<file path="src/rtl/ecb_pkg.sv">
package ecb_pkg;
  localparam int NUM_CTR  = 8;
  localparam int CTR_W    = 64;
  localparam int SEL_W    = 8;
  localparam int OCC_W    = 6;
  localparam int ADDR_W   = 12;
  localparam int CODE_IFB = 'h23;
  localparam int CODE_REQ = 'h24;
  localparam int CODE_MAX = 'h24;
  localparam int NUM_EVT  = CODE_MAX + 1;
  localparam int CTR_BASE = 'h800;
  localparam int SEL_BASE = 'h900;
  localparam int STRIDE_B = 3;

  // a selector code starts the counter only when it is defined and nonzero
  function automatic logic code_live(input logic [SEL_W-1:0] code);
    return (code != '0) && (int'(code) <= CODE_MAX);
  endfunction

  // next count: modulo add of the step
  function automatic logic [CTR_W-1:0] count_step(input logic [CTR_W-1:0] cur,
                                                   input logic [OCC_W-1:0] step);
    return cur + CTR_W'(step);
  endfunction
endpackage

</file>
<file path="src/rtl/ecb_regdec.sv">
module ecb_regdec
  import ecb_pkg::*;
#(
  parameter int N_CTR = NUM_CTR,
  parameter int AW    = ADDR_W,
  localparam int IDX_W = (N_CTR > 1) ? $clog2(N_CTR) : 1
) (
  input  logic              acc_valid,
  input  logic              acc_write,
  input  logic [AW-1:0]     acc_addr,
  output logic              hit_ctr,
  output logic              hit_sel,
  output logic [IDX_W-1:0]  hit_idx,
  output logic [N_CTR-1:0]  wr_ctr_vec,
  output logic [N_CTR-1:0]  wr_sel_vec
);
  localparam int SPAN = N_CTR << STRIDE_B;

  logic aligned;
  logic in_ctr, in_sel;

  always_comb begin
    aligned = (acc_addr[STRIDE_B-1:0] == '0);
    in_ctr  = (int'(acc_addr) >= CTR_BASE) && (int'(acc_addr) < CTR_BASE + SPAN);
    in_sel  = (int'(acc_addr) >= SEL_BASE) && (int'(acc_addr) < SEL_BASE + SPAN);
    hit_ctr = acc_valid && aligned && in_ctr;
    hit_sel = acc_valid && aligned && in_sel;
    hit_idx = acc_addr[STRIDE_B +: IDX_W];
  end

  generate
    for (genvar g = 0; g < N_CTR; g++) begin : g_wr
      assign wr_ctr_vec[g] = hit_ctr && acc_write && (int'(hit_idx) == g);
      assign wr_sel_vec[g] = hit_sel && acc_write && (int'(hit_idx) == g);
    end
  endgenerate
endmodule

</file>
<file path="src/rtl/ecb_evmux.sv">
module ecb_evmux
  import ecb_pkg::*;
#(
  parameter int N_EVT = NUM_EVT
) (
  input  logic [SEL_W-1:0] code,
  input  logic [N_EVT-1:0] strobes,
  input  logic [OCC_W-1:0] occ_ifb,
  input  logic [OCC_W-1:0] occ_req,
  output logic             live,
  output logic [OCC_W-1:0] step
);
  always_comb begin
    live = code_live(code);
    step = '0;
    if (live) begin
      if (int'(code) == CODE_IFB)      step = occ_ifb;
      else if (int'(code) == CODE_REQ) step = occ_req;
      else                             step = OCC_W'(strobes[code]);
    end
  end
endmodule

</file>
<file path="src/rtl/ecb_counter.sv">
module ecb_counter
  import ecb_pkg::*;
(
  input  logic             clk,
  input  logic             rst_n,
  input  logic             cnt_wr,
  input  logic             sel_wr,
  input  logic [CTR_W-1:0] wdata,
  input  logic [OCC_W-1:0] step,
  output logic [CTR_W-1:0] cnt,
  output logic [SEL_W-1:0] sel
);
  always_ff @(posedge clk or negedge rst_n) begin
    if (!rst_n) begin
      cnt <= '0;
      sel <= '0;
    end else begin
      if (cnt_wr) cnt <= wdata;
      else        cnt <= count_step(cnt, step);
      if (sel_wr) sel <= wdata[SEL_W-1:0];
    end
  end

  AST_WRITE_WINS: assert property (@(posedge clk) disable iff (!rst_n)
    cnt_wr |=> cnt == $past(wdata));
  AST_SEL_LOW_BYTE: assert property (@(posedge clk) disable iff (!rst_n)
    sel_wr |=> sel == $past(wdata[SEL_W-1:0]));
  AST_SEL_KEEP: assert property (@(posedge clk) disable iff (!rst_n)
    !sel_wr |=> $stable(sel));
endmodule

</file>
<file path="src/rtl/evt_counter_bank.sv">
module evt_counter_bank
  import ecb_pkg::*;
(
  input  logic               clk,
  input  logic               rst_n,
  input  logic [NUM_EVT-1:0] evt_strobe,
  input  logic [OCC_W-1:0]   ifb_occ,
  input  logic [OCC_W-1:0]   req_occ,
  input  logic               reg_valid,
  input  logic               reg_write,
  input  logic [ADDR_W-1:0]  reg_addr,
  input  logic [CTR_W-1:0]   reg_wdata,
  output logic [CTR_W-1:0]   reg_rdata
);
  localparam int IDX_W = (NUM_CTR > 1) ? $clog2(NUM_CTR) : 1;

  logic               hit_ctr, hit_sel;
  logic [IDX_W-1:0]   hit_idx;
  logic [NUM_CTR-1:0] wr_ctr_vec, wr_sel_vec;
  logic [CTR_W-1:0]   cnt_arr  [NUM_CTR];
  logic [SEL_W-1:0]   sel_arr  [NUM_CTR];
  logic [OCC_W-1:0]   step_arr [NUM_CTR];
  logic [NUM_CTR-1:0] live_vec;
  logic [CTR_W-1:0]   rd_next;
  logic               rd_req;

  ecb_regdec #(.N_CTR(NUM_CTR), .AW(ADDR_W)) dec_i (
    .acc_valid (reg_valid),
    .acc_write (reg_write),
    .acc_addr  (reg_addr),
    .hit_ctr   (hit_ctr),
    .hit_sel   (hit_sel),
    .hit_idx   (hit_idx),
    .wr_ctr_vec(wr_ctr_vec),
    .wr_sel_vec(wr_sel_vec)
  );

  generate
    for (genvar g = 0; g < NUM_CTR; g++) begin : g_slot
      ecb_evmux #(.N_EVT(NUM_EVT)) mux_i (
        .code   (sel_arr[g]),
        .strobes(evt_strobe),
        .occ_ifb(ifb_occ),
        .occ_req(req_occ),
        .live   (live_vec[g]),
        .step   (step_arr[g])
      );
      ecb_counter ctr_i (
        .clk   (clk),
        .rst_n (rst_n),
        .cnt_wr(wr_ctr_vec[g]),
        .sel_wr(wr_sel_vec[g]),
        .wdata (reg_wdata),
        .step  (step_arr[g]),
        .cnt   (cnt_arr[g]),
        .sel   (sel_arr[g])
      );

      AST_ZERO_CODE_HOLDS: assert property (@(posedge clk) disable iff (!rst_n)
        (sel_arr[g] == '0 && !wr_ctr_vec[g]) |=> $stable(cnt_arr[g]));
      AST_RESERVED_HOLDS: assert property (@(posedge clk) disable iff (!rst_n)
        (int'(sel_arr[g]) > CODE_MAX && !wr_ctr_vec[g]) |=> $stable(cnt_arr[g]));
      AST_IDLE_STEP_ZERO: assert property (@(posedge clk) disable iff (!rst_n)
        !live_vec[g] |-> step_arr[g] == '0);
    end
  endgenerate

  always_comb begin
    rd_req  = reg_valid && !reg_write;
    rd_next = '0;
    if (rd_req && hit_ctr)      rd_next = cnt_arr[hit_idx];
    else if (rd_req && hit_sel) rd_next = CTR_W'(sel_arr[hit_idx]);
  end

  always_ff @(posedge clk or negedge rst_n) begin
    if (!rst_n) reg_rdata <= '0;
    else        reg_rdata <= rd_next;
  end

  AST_UNMAPPED_ZERO: assert property (@(posedge clk) disable iff (!rst_n)
    (reg_valid && !reg_write && !hit_ctr && !hit_sel) |=> reg_rdata == '0);
  AST_IDLE_RDATA_ZERO: assert property (@(posedge clk) disable iff (!rst_n)
    !(reg_valid && !reg_write) |=> reg_rdata == '0);
  AST_ONE_TARGET: assert property (@(posedge clk) disable iff (!rst_n)
    $onehot0({hit_ctr, hit_sel}));
endmodule

</file>
<file path="config.mk">
export PLATFORM = sky130hd
export DESIGN_NAME = evt_counter_bank
export DESIGN_NICKNAME = d
export VERILOG_FILES = /design/src/rtl/ecb_pkg.sv /design/src/rtl/ecb_regdec.sv /design/src/rtl/ecb_evmux.sv /design/src/rtl/ecb_counter.sv /design/src/rtl/evt_counter_bank.sv
export SDC_FILE = /design/constraint.sdc
export NUM_CORES = 2
export LEC_CHECK = 0
export BUFFER_PORTS_ARGS = -buffer_cell sky130_fd_sc_hd__buf_4
export CAP_MARGIN = 20
export CORE_MARGIN = 2
export CORE_UTILIZATION = 63
export DETAILED_ROUTE_END_ITERATION = 8
export PLACE_DENSITY = 0.81
export SLEW_MARGIN = 20
export SYNTH_ARGS = -nofsm -noshare
export SYNTH_HDL_FRONTEND = slang
export SYNTH_SLANG_ARGS = --single-unit
</file>
<file path="constraint.sdc">
create_clock -name clk -period 5.8 [get_ports clk]
set_clock_uncertainty 0.15 [all_clocks]
set_input_delay 0.29 -clock clk [delete_from_list [all_inputs] [get_ports clk]]
set_output_delay 0.29 -clock clk [all_outputs]
set_load 0.05 [all_outputs]
</file>
# After elaboration in Yosys (flattened, before gate mapping)
# Index checks and enable logic that the tools add are counted.
dict set report totals {
  ff_bits 640
  in_bits 129
  output_inout_bits 64
  word_cells 171
}
dict set report classes {
  addsub 8
  magnitude_cmp 21
  n_eq_ne 23
  muxes 56
  bitwise 1
  n_reduce_logical 45
}
# cell count
set op_table {}
lappend op_table {{64-bit 2-to-1 mux} 11}
lappend op_table {{64-bit by 6-bit adder with 64-bit output} 8}
lappend op_table {{64-bit binary-select mux with 3-bit select} 1}
lappend op_table {{6-bit 2-to-1 mux} 24}
lappend op_table {{8-bit by 7-bit == test with 1-bit output, second input constant} 16}
lappend op_table {{8-bit by 6-bit <= comparator with 1-bit output, second input constant} 8}
lappend op_table {{8-bit by 7-bit less-than comparator with 1-bit output, second input constant} 8}
lappend op_table {{8-bit nonzero test} 8}
lappend op_table {{1-bit binary-select mux with 6-bit select} 8}
lappend op_table {{1-bit logical AND} 34}
lappend op_table {{8-bit binary-select mux with 3-bit select} 1}
lappend op_table {{12-bit greater-or-equal comparator, second input constant} 2}
lappend op_table {{12-bit less-than comparator, second input constant} 2}
lappend op_table {{8-bit 2-to-1 mux} 3}
lappend op_table {{3-bit == test, second input constant} 4}
lappend op_table {{1-bit 2-to-1 mux} 8}
lappend op_table {{3-bit by 2-bit == test with 1-bit output, second input constant} 2}
lappend op_table {{3-bit zero test} 2}
lappend op_table {{4-bit greater-or-equal comparator, second input constant} 1}
lappend op_table {{3-bit inverter with 4-bit output} 1}
lappend op_table {{3-bit by 1-bit == test with 1-bit output, second input constant} 1}
lappend op_table {{1-bit zero test} 1}

# Logic depth before layout (Yosys ltp)
dict set report depth {
  ltp_word 7
  ltp_mapped 18
  ltp_nobuf 14
}

# Modules after synthesis
# Synthesis repeated with hierarchy kept, for this count alone.
dict set report hier_totals {
  cells_unflattened 4586
  area_unflattened_um2 43770.7
}
# mod n_inst cells_per_inst area_per_inst_um2 seq_area_each_um2
set by_module_without_submodules {}
lappend by_module_without_submodules {{ecb_counter (g_slot[4].ctr_i ...)} 4 474 4175.3 1801.7}
lappend by_module_without_submodules {{ecb_counter (g_slot[0].ctr_i ...)} 4 463 4121.5 1801.7}
lappend by_module_without_submodules {evt_counter_bank 1 427 6173.4 1601.5}
lappend by_module_without_submodules {ecb_evmux 8 46 511.7 0.0}
lappend by_module_without_submodules {ecb_regdec 1 43 316.6 0.0}

# Worst setup path before layout
# No wires, ideal clock.
dict set report synth_timing {
  path_kind {register to register}
  startpoint {register g_slot[1].ctr_i.sel[0]}
  endpoint {register g_slot[1].ctr_i.cnt[26]}
  setup_ps 125
  t_arrival_ps 4342
  required_time_ps 5525
  slack_ps 1183
  path_stages_with_launch 16
  n_path_buf 2
  period_less_slack_ps 4617
  cell_sequence {dfrtp_1 > clkbuf_1 > mux4_2 > mux4_2 > nor3b_1 > a2111oi_0 > a221oi_1 > ha_1 > fa_1 > a211oi_1 > o21ai_0 > o211ai_1 > clkbuf_1 > nor2_1 > xnor2_1 > mux2_2}
}
dict set report synth_between {
  elab_chain_len 7
  word_cells_on_any_way 12
  cone_classes {add/sub: 1; order compare: 1; eq/ne: 2; mux: 6; reduce/logical: 2}
}
# item line_no
set synth_rtl {}
lappend synth_rtl {{start: declaration} ecb_counter.sv:11} ;# output logic [SEL_W-1:0] sel
lappend synth_rtl {{start signal: assignment} ecb_counter.sv:20} ;# if (sel_wr) sel <= wdata[SEL_W-1:0];
lappend synth_rtl {{1-bit binary-select mux with 6-bit select} ecb_evmux.sv:19} ;# else step = OCC_W'(strobes[code]);
lappend synth_rtl {{1-bit 2-to-1 mux (implied by the code)} ecb_evmux.sv:19}
lappend synth_rtl {{6-bit 2-to-1 mux} ecb_evmux.sv:18} ;# else if (int'(code) == CODE_REQ) step = occ_req;
lappend synth_rtl {{6-bit 2-to-1 mux} ecb_evmux.sv:17} ;# if (int'(code) == CODE_IFB) step = occ_ifb;
lappend synth_rtl {{6-bit 2-to-1 mux (*)} ecb_evmux.sv:16} ;# if (live) begin
lappend synth_rtl {{64-bit by 6-bit adder with 64-bit output (*)} ecb_pkg.sv:23} ;# return cur + CTR_W'(step);
lappend synth_rtl {{64-bit 2-to-1 mux (*)} ecb_counter.sv:18} ;# if (cnt_wr) cnt <= wdata;
lappend synth_rtl {{end signal: assignment} ecb_counter.sv:18}
lappend synth_rtl {{end signal: assignment} ecb_counter.sv:19} ;# else cnt <= count_step(cnt, step);
lappend synth_rtl {{end: declaration} ecb_counter.sv:10} ;# output logic [CTR_W-1:0] cnt,
# Every way passes the cells marked *; elsewhere a longest branch is shown, timed or not. The select of a mux whose other input is x is not followed.
# A chain may end at the register's enable or synchronous reset.

# Worst setup path after layout
# Ends and elaborated chain as after synthesis.

==> flow_metrics.tcl <==
set metrics [dict create \
    port_buffers 192 \
    drive_gt1_share_pct 15.3 \
    layout.cells.non_filler 5559 \
    avgSynthCellArea_sq_um 9.30 \
    routabilityCongestion 0.975 \
    drv_cap 0 \
    clock_latency_ns 0.64 \
    p_sw_uw 2560 \
    die_area_sq_mm 0.0696 \
    worstPathArrival_ns 5.51 \
    synth_area_leaders "dfrtp_1, mux4_2, nand2_1" \
    grt_max_degree 162 \
    cts_sinks 640 \
    rows 95 \
    yosys_register_bits 640 \
    post-route-period-util_pct 88.8 \
    tightest_slew_ns 1.18 \
    criticalPathCategory "register to register" \
    fmaxAchievable_mhz 194 \
    startpoint_type "register" \
    cts_resized 0 \
    antenna_found_initial 5 \
    r2r_slack_ns 0.65 \
    rsz0062_at_grt "false" \
    syn_nets 4754 \
    wl_mm 145 \
    vias 38401 \
    ys_types 69 \
    grtUsageTotal_pct 41.6 \
    yosys.area.top_type "dfrtp_1" \
    cts_root_buf "clkbuf_16" \
    peakVddDrop_mv 0.198 \
    dieHeight_um 264 \
    internal_power_uw 7800 \
    post_cts_buffers 0 \
    dpl.hpwl_mm 99.3 \
    yosys_warnings 0 \
    crit_required_ns 6.16 \
    maxSlewViolCount 0 \
    pin_count 193 \
    filler_cell_count 4938 \
    grt_pass1_wl_mm 222 \
    grt_pass1_vias 37356 \
    clkPwrFrac_pct 47.3 \
    layout_setup_ws_ns 0.649 \
    slew_headroom_pct 20.8 \
    period_minus_slack_ns 5.15 \
    synth.top_cell.area_share_pct 37.7 \
    drt_iter0_drc 4929 \
    die_x_um 264 \
    layout.nets 4812 \
    wl_met1_mm 52.4 \
    dr.pass1.iters 6 \
    dr_wl_met2_mm 63.8 \
    setup_viol 0 \
    synth_cells 4569 \
    endpoint_kind "register" \
    utilization_pct 71.0 \
    syn2layout_area_growth_pct 11.8 \
    outcome "finished clean" \
    p_per_area_mw_per_mm2 218 \
    grt_overflow 0 \
    clockBufferDepth 3 \
    dp_worst_setup_slack_ns 0.694 \
    yosysSeqAreaShare_pct 37.7 \
    netlist_area_sq_mm 0.0425 \
    dp_cells 5359 \
    combPwrFrac_pct 8.3 \
    drcViolationCount 0 \
    wl_met3_mm 19.0 \
    synth-async-reset-ratio_pct 100 \
    hold_path_class "primary input to asynchronous set/reset pin" \
    start_util_pct 63.5 \
    wl_per_cell_um 26.1 \
    synthFlopType "dfrtp_1" \
    synth_edf_count 0 \
    path_clk_slew_ns 0.06 \
    h-tree-depth 3 \
    cts_tree "yes" \
    worstPathMaxFanout 18 \
    power_leakage_uw 0.0192 \
    finalHoldViolCount 0 \
    pwr-share-seq_pct 44.4 \
    final-seq-area_sq_mm 0.0160 \
    fin_tns_setup_ns 0 \
    viasPerCell 6.91 \
    multi_input_area_sq_mm 0.0249 \
    ant_nets 0 \
    dr.max_layer_used "met5" \
    core_sq_mm 0.0669 \
    cts_inserted_buffers 73 \
    p_sw_share_pct 24.7 \
]
==> state kept, by name, indices dropped and copies added, names as in the netlist <==
register          flops
g_slot.ctr_i.cnt    512
g_slot.ctr_i.sel     64
reg_rdata            64
==> kinds of logic (layout without fill, tap and decap cells) <==
family | Yosys count | after routing | share of synthesized area (%)
AND/OR/NAND/NOR | 1870 | 1870 | 21.6
AO/OA/AOI/OAI | 736 | 736 | 9.82
flip-flops | 640 | 640 | 37.7
XOR/XNOR | 463 | 463 | 9.54
buffers and inverters | 414 | 528 | 3.87
multiplexers | 390 | 390 | 15.7
adder cells (fa/ha/maj) | 56 | 56 | 1.79
other | 0 | 3 | 0
==> cell usage after synthesis (all sizes together) (5+ instances only) <==
library cell / instances
dfrtp: 640
nand2: 633
o21ai: 404
nor2: 347
xnor2: 261
clkbuf: 241
mux4: 214
xor2: 202
nand3: 193
nand4: 166
a21oi: 162
nor4: 135
nor3: 122
buf: 100
mux2i: 99
mux2: 77
inv: 73
and3: 68
ha: 48
a22o: 39
and2: 33
and4: 31
a21o: 28
nor2b: 24
a211oi: 20
nand2b: 18
a31oi: 17
nor4b: 17
or3: 15
nand4b: 14
nand3b: 13
or2: 12
o211ai: 11
or4: 11
fa: 8
o21bai: 8
nor3b: 7
o21a: 6
o2111ai: 5
o311ai: 5
o31ai: 5
==> area by class of cell <==
cell class              instances  share of cell area (%)
multi-input cells            3515                    52.5
flip-flops and latches        640                    33.7
repair buffers                324                    5.67
clock buffers                 107                    4.62
well taps                     873                    2.30
clock inverters                24                   0.661
inverters                      73                   0.576
diodes                          3                  0.0158
==> power groups by stage <==
stage | Combinational (uW) | Clock, uW | Sequential, uW
after CTS | 833 | 4910 | 4590
final | 855 | 4900 | 4600
after global placement | 780 | 0 | 4670
after detailed placement | 792 | 0 | 4670
after global routing | 908 | 5080 | 4600
after floorplan | 441 | 0 | 4650
==> cells in the final DEF, fill, tap and decap left out, drive strengths merged, types with 135 or more instances in the layout <==
cell   instances
dfrtp        640
nand2        633
o21ai        404
nor2         347
xnor2        261
buf          259
mux4         214
xor2         202
nand3        193
nand4        166
a21oi        162
nor4         135
==> through the flow <==
stage          hold slack (ns)  instance area (sq um)  total power (uW)
3_3_place_gp            0.0264                  44300              5450
4_1_cts                  0.117                  47500             10300
3_5_place_dp            0.0261                  44300              5460
6_report                 0.133                  47500             10400
2_1_floorplan           -0.156                  42500              5090
5_1_grt                  0.145                  47500             10600
==> path summary, 6_finish.rpt <==
path                       depth (start not counted)                    from                 endpoint
min in group clk                                   5              req_occ[1]   g_slot[6].ctr_i.cnt[1]
setup / recovery                                  14  g_slot[1].ctr_i.sel[0]  g_slot[1].ctr_i.cnt[26]
max in group asynchronous                          3                   rst_n            reg_rdata[20]
hold / removal                                     3                   rst_n   g_slot[2].ctr_i.sel[1]
hold reg to reg                                    1  g_slot[6].ctr_i.sel[7]   g_slot[6].ctr_i.sel[7]
setup reg to reg                                  14  g_slot[1].ctr_i.sel[0]  g_slot[1].ctr_i.cnt[26]
==> routing by layer <==
layer,global-route usage (%),up-vias
li1,-,16584
met1,54.7,18477
met2,62.6,2665
met3,11.4,671
met4,23.9,4
met5,0,-
==> what timing repair did <==
action,in CTS,in global routing
hold buffers,66,0
endpoints found under the setup margin,0,0
hold endpoints to repair,962,0
==> critical path, stage by stage (launching register included) <==
cell and delay (ns):
dfrtp_1 0.83, mux4_2 0.58, mux4_2 0.48, nor3b_1 0.15
a2111oi_0 0.47, a221oi_1 0.20, ha_1 0.27, fa_1 0.44
a211oi_1 0.30, o21ai_0 0.16, o211ai_1 0.16, buf_4 0.31
nor2_1 0.11, xnor2_1 0.14, mux2_2 0.27
Note: power is estimated with default switching activity, not from simulation.
